===== src/rtl/xem_pkg.sv =====
package xem_pkg;

  typedef enum logic {
    LINK_OK   = 1'b0,
    LINK_DOWN = 1'b1
  } link_state_e;

  function automatic logic err_flag_n(input logic fail, input logic supply_missing,
                                      input logic startup_wait);
    return ~(fail | supply_missing | startup_wait);
  endfunction

endpackage


===== src/rtl/xem_run_counter.sv =====
module xem_run_counter
  import xem_pkg::*;
#(
  parameter int RUN_LEN = 4
) (
  input  logic clk,
  input  logic rst_n,
  input  logic strobe,
  input  logic bad,
  output logic fail
);
  localparam int CNT_W = (RUN_LEN > 2) ? $clog2(RUN_LEN) : 1;
  localparam logic [CNT_W-1:0] LAST = CNT_W'(RUN_LEN - 1);

  link_state_e      state_q, state_d;
  logic [CNT_W-1:0] cnt_q, cnt_d;
  logic             opposite;

  // a transfer counts toward a flip only when it disagrees with the current state
  assign opposite = (state_q == LINK_DOWN) ? ~bad : bad;

  always_comb begin
    state_d = state_q;
    cnt_d   = cnt_q;
    if (strobe) begin
      if (!opposite) begin
        cnt_d = '0;
      end else if (cnt_q == LAST) begin
        cnt_d   = '0;
        state_d = (state_q == LINK_DOWN) ? LINK_OK : LINK_DOWN;
      end else begin
        cnt_d = cnt_q + 1'b1;
      end
    end
  end

  always_ff @(posedge clk or negedge rst_n) begin
    if (!rst_n) begin
      state_q <= LINK_OK;
      cnt_q   <= '0;
    end else if (strobe) begin
      state_q <= state_d;
      cnt_q   <= cnt_d;
    end
  end

  assign fail = (state_q == LINK_DOWN);

endmodule


===== src/rtl/xem_data_hold.sv =====
module xem_data_hold #(
  parameter int DATA_W = 8
) (
  input  logic              clk,
  input  logic              rst_n,
  input  logic              strobe,
  input  logic              bad,
  input  logic [DATA_W-1:0] word_in,
  output logic [DATA_W-1:0] word_out
);
  logic              load_en;
  logic [DATA_W-1:0] word_q;

  assign load_en = strobe & ~bad;

  always_ff @(posedge clk or negedge rst_n) begin
    if (!rst_n) begin
      word_q <= '0;
    end else if (load_en) begin
      word_q <= word_in;
    end
  end

  assign word_out = word_q;

endmodule


===== src/rtl/xem_err_combine.sv =====
module xem_err_combine
  import xem_pkg::*;
(
  input  logic clk,
  input  logic rst_n,
  input  logic fail,
  input  logic supply_missing,
  input  logic startup_wait,
  output logic err_n
);
  logic err_n_q, err_n_d;

  always_comb begin
    err_n_d = err_flag_n(fail, supply_missing, startup_wait);
  end

  always_ff @(posedge clk or negedge rst_n) begin
    if (!rst_n) begin
      err_n_q <= 1'b0;
    end else begin
      err_n_q <= err_n_d;
    end
  end

  assign err_n = err_n_q;

endmodule


===== src/rtl/xfer_err_monitor.sv =====
module xfer_err_monitor #(
  parameter int DATA_W  = 8,
  parameter int RUN_LEN = 4
) (
  input  logic              clk,
  input  logic              rst_n,
  input  logic              scan_strobe,
  input  logic              xfer_bad,
  input  logic [DATA_W-1:0] rx_word,
  input  logic              supply_missing,
  input  logic              startup_wait,
  output logic [DATA_W-1:0] good_data,
  output logic              link_fail,
  output logic              err_n
);
  logic [1:0] rst_sync_q;
  logic       rst_sync_n;

  always_ff @(posedge clk or negedge rst_n) begin
    if (!rst_n) begin
      rst_sync_q <= 2'b00;
    end else begin
      rst_sync_q <= {rst_sync_q[0], 1'b1};
    end
  end

  assign rst_sync_n = rst_sync_q[1];

  xem_run_counter #(.RUN_LEN(RUN_LEN)) u_run (
    .clk    (clk),
    .rst_n  (rst_sync_n),
    .strobe (scan_strobe),
    .bad    (xfer_bad),
    .fail   (link_fail)
  );

  xem_data_hold #(.DATA_W(DATA_W)) u_hold (
    .clk      (clk),
    .rst_n    (rst_sync_n),
    .strobe   (scan_strobe),
    .bad      (xfer_bad),
    .word_in  (rx_word),
    .word_out (good_data)
  );

  xem_err_combine u_comb (
    .clk            (clk),
    .rst_n          (rst_sync_n),
    .fail           (link_fail),
    .supply_missing (supply_missing),
    .startup_wait   (startup_wait),
    .err_n          (err_n)
  );

endmodule


===== config.mk =====
export PLATFORM = sky130hd
export DESIGN_NAME = xfer_err_monitor
export DESIGN_NICKNAME = d
export VERILOG_FILES = /design/src/rtl/xem_pkg.sv /design/src/rtl/xem_run_counter.sv /design/src/rtl/xem_data_hold.sv /design/src/rtl/xem_err_combine.sv /design/src/rtl/xfer_err_monitor.sv
export SDC_FILE = /design/constraint.sdc
export NUM_CORES = 1
export LEC_CHECK = 0
export BUFFER_PORTS_ARGS = -buffer_cell sky130_fd_sc_hd__buf_2
export CAP_MARGIN = 20
export CELL_PAD_IN_SITES_DETAIL_PLACEMENT = 1
export CELL_PAD_IN_SITES_GLOBAL_PLACEMENT = 1
export CORE_ASPECT_RATIO = 0.9
export CORE_MARGIN = 10
export CORE_UTILIZATION = 35
export CTS_CLUSTER_SIZE = 25
export DETAILED_ROUTE_END_ITERATION = 10
export PLACE_DENSITY_LB_ADDON = 0.1
export SLEW_MARGIN = 20
export SYNTH_ARGS = -nofsm -noshare
export SYNTH_HDL_FRONTEND = slang
export SYNTH_SLANG_ARGS = --single-unit

===== constraint.sdc =====
create_clock -name clk -period 0.8 [get_ports clk]
set_input_delay 0.04 -clock clk [delete_from_list [all_inputs] [get_ports clk]]
set_output_delay 0.04 -clock clk [all_outputs]
set_load 0.02 [all_outputs]

==> impl_metrics.toml, run 1 <==
[floorplanning]
fp.dieH_um = 58.68
core_um2 = 1513
design.portCount = 24
initial_core_util = 0.3846
rows = 13
dieArea_um2 = 3695
die_width_um = 62.98

[min_path]
min_path_cells = 3
hold_path_class = "in2reg"

[power_and_ir_drop]
p_switching_uw = 700.5
p_comb_frac = 0.372
power_density_nw_per_um2 = 2369
intPower_uw = 1677
p_leak_uw = 0.0004793
swShare = 0.2946
peakVddDrop_v = 0.001492
seq_power_share = 0.417
totalPowerFinal_uw = 2377
power_frac_clock = 0.211

[drt]
drt_pass1_iterations = 4
drt_iter0_drc = 11
post_drt_wl_per_cell_um = 16.05
route.detailed.drc = 0
vias = 448
antenna_left = 0
viasPerCell = 4.436
wirelength_um = 1621

[timing]
setup_tns_ns = -1.460
clock.fmax_mhz = 878.0
setup_slack_ns = -0.3390
finalCritPeriodShare = 1.424
clock-skew-final_ns = 0.006391
hold_viol = 0
setup_violations = 17
rsz0062_at_grt = "yes"
min_period_ns = 1.139
maxSlewViolCount = 0

[synth]
yosys_register_bits = 14
seq_area_frac_synth = 0.6022
ys_types = 13
synth_fp_nets = 51
netlist_area_um2 = 581.8
synth_area_per_cell_um2 = 16.16
yosys_warnings = 0
syn_inst = 36

[grt]
grt_pass1_wl_um = 2622
grt_use_total = 0.09242
grt_max_degree = 13
antenna_found_initial = 0
grt_pass1_vias = 518
grt-ovfl-total = 0

[setup_path]
reg2reg_depth = 3
cpPeakStageDelay_ns = 0.40
critical_path_class = "reg2reg"
crit_required_ns = 1.00
crit_fanout = 2
critical_path.slowest_cell = "dfrtp_1"
critPathLaunchType = "flop"
crit_path_end_kind = "flop"
crit_arrival_ns = 1.33
crit_chain = "ha_2, or3b_1, o22ai_1"

[finish]
drive_gt1_frac = 0.6835
syn_to_final_growth_pct = 72.47
antenna_cells = 0
final_area_um2 = 1003
final_util = 0.6634
layout.nets = 95

[placement]
place_ws_ns = -0.3136
gp_congestion = 0.6970
dpl.hpwl_um = 1065
place_area_um2 = 760.7
io_buffers = 23

[cts]
htreeDepth = 1
cts_root_buf = "clkbuf_4"
path_clk_slew_ns = 0.08
cts_buffers = 3
numClockSinks = 14
cts_tree = "done"
clk_latency_ns = 0.28
clockBufferDepth = 2

[outcome]
violations = "setup timing"
status = "complete, but fails checks"

[job]
cap_violations = 0
-- sequential cells by signal, summed over array words and instances, names as in the netlist --
register         cells
u_hold.word_out      8
rst_sync_q           2
u_run.cnt_q          2
u_comb.err_n         1
u_run.fail           1
-- final cells by class --
| cell class | count | area (µm²) |
|---|---|---|
| fill | 146 | 509.2 |
| sequential | 14 | 361.6 |
| timing repair buffer | 40 | 349.1 |
| multi-input combinational | 19 | 221.5 |
| clock buffer | 4 | 36.28 |
| tap | 22 | 27.53 |
| inverter | 2 | 7.507 |
-- per-layer routing --
metal / GRT usage / routed length, µm / share of wire / vias to the layer above
met5: 0 / 0 / 0 / -
met4: 0.02866 / 0 / 0 / 0
li1: - / - / - / 204
met3: 0.05482 / 161 / 0.099 / 0
met1: 0.07991 / 557 / 0.34 / 226
met2: 0.1766 / 902 / 0.56 / 18
-- power by group through the flow --
stage / Clock (µW) / Sequential, µW / Combinational, µW
floorplan: 0 / 1090 / 275
global placement: 0 / 972 / 592
detailed placement: 0 / 981 / 608
CTS: 526 / 983 / 861
global route: 563 / 1010 / 946
finish: 501 / 992 / 884
-- cells by family (layout without fill, tap and decap cells) --
kind of cell / count (synthesis) / after routing / synth area share
xor gates and xnor gates: 1 / 1 / 0.01506
other: 1 / 1 / 0.006445
buffers and inverters: 3 / 46 / 0.04732
DFF: 14 / 14 / 0.6022
AOI/OAI and AO/OA: 2 / 2 / 0.02150
and+or+nand+nor: 5 / 5 / 0.06021
muxes: 9 / 9 / 0.2258
adders and majority gates: 1 / 1 / 0.02150
-- stage by stage --
stage | hold slack, ns | cells
floorplan | -0.2556 | 36
global placement | -0.1741 | 84
detailed placement | -0.1737 | 84
CTS | 0.06481 | 101
global route | 0.08789 | 101
finish | 0.09284 | 101
-- repair_timing --
item	in CTS	in global routing
endpoints found under the hold margin	11	0
hold buffers	11	0
buffers inserted	2	0
endpoints found under the setup margin	13	22
pin swaps	1	1
gates resized for setup	22	2
-- synth_stat cells --
master / count / share of area
nand2_1: 2 / 0.013
mux2_2: 1 / 0.019
ha_1: 1 / 0.022
nor3_1: 1 / 0.0086
buf_12: 1 / 0.034
o22ai_1: 2 / 0.022
conb_1: 1 / 0.0064
nor2b_4: 1 / 0.024
inv_1: 2 / 0.013
mux2_4: 8 / 0.21
dfrtp_1: 14 / 0.60
xnor2_1: 1 / 0.015
or3b_1: 1 / 0.015
-- critical path: cells and delay by family (launching register included) --
kind / cells / cell delay (ns)
AO/OA/AOI/OAI: 1 / 0.13
adder cells (fa/ha/maj): 1 / 0.19
flip-flops: 1 / 0.40
AND/OR/NAND/NOR: 1 / 0.35
-- worst paths after layout --
check                          startpoint            endpoint  slack (ns)
setup / recovery           u_run.cnt_q[1]      u_run.cnt_q[0]       -0.34
hold reg to reg             rst_sync_q[1]  u_hold.word_out[7]        0.16
max in group asynchronous   rst_sync_q[1]  u_hold.word_out[6]        0.46
min in group asynchronous           rst_n       rst_sync_q[1]        0.10
hold / removal                scan_strobe      u_run.cnt_q[1]        0.09
setup reg to reg           u_run.cnt_q[1]      u_run.cnt_q[0]       -0.34
-- placed cells by master (no fill, tap or decap), drive strengths merged --
master	count
ha	1
dlygate4sd3	11
conb	1
clkbuf	4
inv	2
xnor2	1
nand2	2
o22ai	2
buf	29
nor2b	1
dfrtp	14
or3b	1
mux2	9
nor3	1
Power figures use the tool's default switching activity.
==> run 2: changes to the inputs <==
Settings changed: PLACE_DENSITY_LB_ADDON 0.1 to 0.12, REMOVE_ABC_BUFFERS set to 1.
==> run 2 against run 1 <==
  * The run still ends with setup timing left
  * Global-route usage grew 0.86 points
  * Final cell count is 3.0% higher
  * Non-clock buffer count rose by 3
  * Routed wire length rose by 19%
  * Critical path type unchanged
==> impl_metrics.toml, run 2 (synthesis gave the netlist of run 1 again) <==
[power_and_ir_drop]
power_density_nw_per_um2 = 2501
p_leak_uw = 0.0005134
totalPowerFinal_uw = 2610
peakVddDrop_v = 0.001716

[drt]
vias = 465
drt_iter0_drc = 3
post_drt_wl_per_cell_um = 18.63
antenna_left = 0
route.detailed.drc = 0
viasPerCell = 4.471
wirelength_um = 1937
drt_pass1_iterations = 2

[floorplanning]
fp.dieH_um = 58.68
initial_core_util = 0.3846
core_um2 = 1513
dieArea_um2 = 3695
die_width_um = 62.98
design.portCount = 24
rows = 13

[min_path]
hold_path_class = "in2async"

[cts]
cts_buffers = 3
numClockSinks = 14
htreeDepth = 1
clk_latency_ns = 0.28
path_clk_slew_ns = 0.09
clockBufferDepth = 2
cts_root_buf = "clkbuf_4"
cts_tree = "done"

[grt]
grt-ovfl-total = 0
grt_max_degree = 9
grt_pass1_wl_um = 2863
grt_use_total = 0.1010
antenna_found_initial = 0
grt_pass1_vias = 575

[outcome]
violations = "setup timing"
status = "complete, but fails checks"

[setup_path]
worstSetupStartpoint = "u_run.cnt_q[0]"
cp-endpoint = "u_run.cnt_q[0]"
crit_arrival_ns = 1.37
rr_startpoint = "u_run.cnt_q[0]"
reg2reg_depth = 3
crit_path_end_kind = "flop"
critical_path_class = "reg2reg"
rr_endpoint = "u_run.cnt_q[0]"
r2r_slack_ns = -0.36
critPathLaunchType = "flop"
crit_required_ns = 1.00
crit_fanout = 2

[placement]
place_ws_ns = -0.3618
gp_congestion = 0.6513
dpl.hpwl_um = 1143
io_buffers = 23

[finish]
syn_to_final_growth_pct = 79.35
antenna_cells = 0
final_cell_mix = "14 x dfrtp_1, 13 x buf_2, 12 x buf_6"
final_util = 0.6898
largest_register_ff_count = 8
drive_gt1_frac = 0.6098
final_common_cell = "dfrtp_1"
layout.nets = 98

[job]
cap_violations = 0

[timing]
clock.fmax_mhz = 860.4
hold_viol = 0
setup_slack_ns = -0.3623
rsz0062_at_grt = "yes"
setup_tns_ns = -1.640
finalCritPeriodShare = 1.453
setup_violations = 16
clock-skew-final_ns = 0.005053
min_period_ns = 1.162
maxSlewViolCount = 0
## run 2: what timing repair did
item	4_1_cts	5_1_grt
endpoints found under the setup margin	13	18
hold buffers	11	0
pin swaps	3	2
resized for setup	24	5
setup buffers	2	1
hold endpoints to repair	11	0
## run 2: layer usage
layer  vias up  global-route usage  part of all wire
met3         2             0.05482             0.066
met5         -                   0                 0
met1       235             0.08379              0.38
met4         0            0.009554            0.0072
li1        211                   -                 -
met2        17              0.2113              0.55
## run 2: final cells by class
cell class | instances | area (µm²)
repair buffers | 43 | 375.4
multi-input cells | 19 | 246.5
fillers | 145 | 469.2
inverters | 2 | 7.507
clock buffers | 4 | 36.28
flip-flops and latches | 14 | 350.3
well taps | 22 | 27.53
## run 2: power by group
| group | total (µW) | switching (µW) | internal [µW] |
|---|---|---|---|
| Clock | 507 | 230 | 277 |
| Combinational | 1130 | 459 | 672 |
| Sequential | 971 | 116 | 854 |
## run 2: how the worst min path moves through the flow
stage | from | endpoint | cells past startpoint
2_1_floorplan | rst_n | rst_sync_q[0] | 0
3_3_place_gp | rst_n | rst_sync_q[1] | 1
3_5_place_dp | rst_n | rst_sync_q[0] | 1
4_1_cts | rst_n | rst_sync_q[0] | 2
5_1_grt | rst_n | rst_sync_q[1] | 2
6_report | rst_n | rst_sync_q[1] | 2
## run 2: stage by stage
stage               cell area [µm²]  hold slack (ns)  instances
floorplan                     561.8          -0.2556         35
CTS                            1003          0.06198        103
detailed placement            762.0          -0.1678         86
global route                   1044          0.08241        104
finish                         1044          0.07430        104
global placement              762.0          -0.1744         86
## run 2: worst max-delay path, cell delays in order (launching register included)
cell	delay, ns
dfrtp_1	0.40
ha_2	0.19
or3b_1	0.35
o22ai_1	0.14
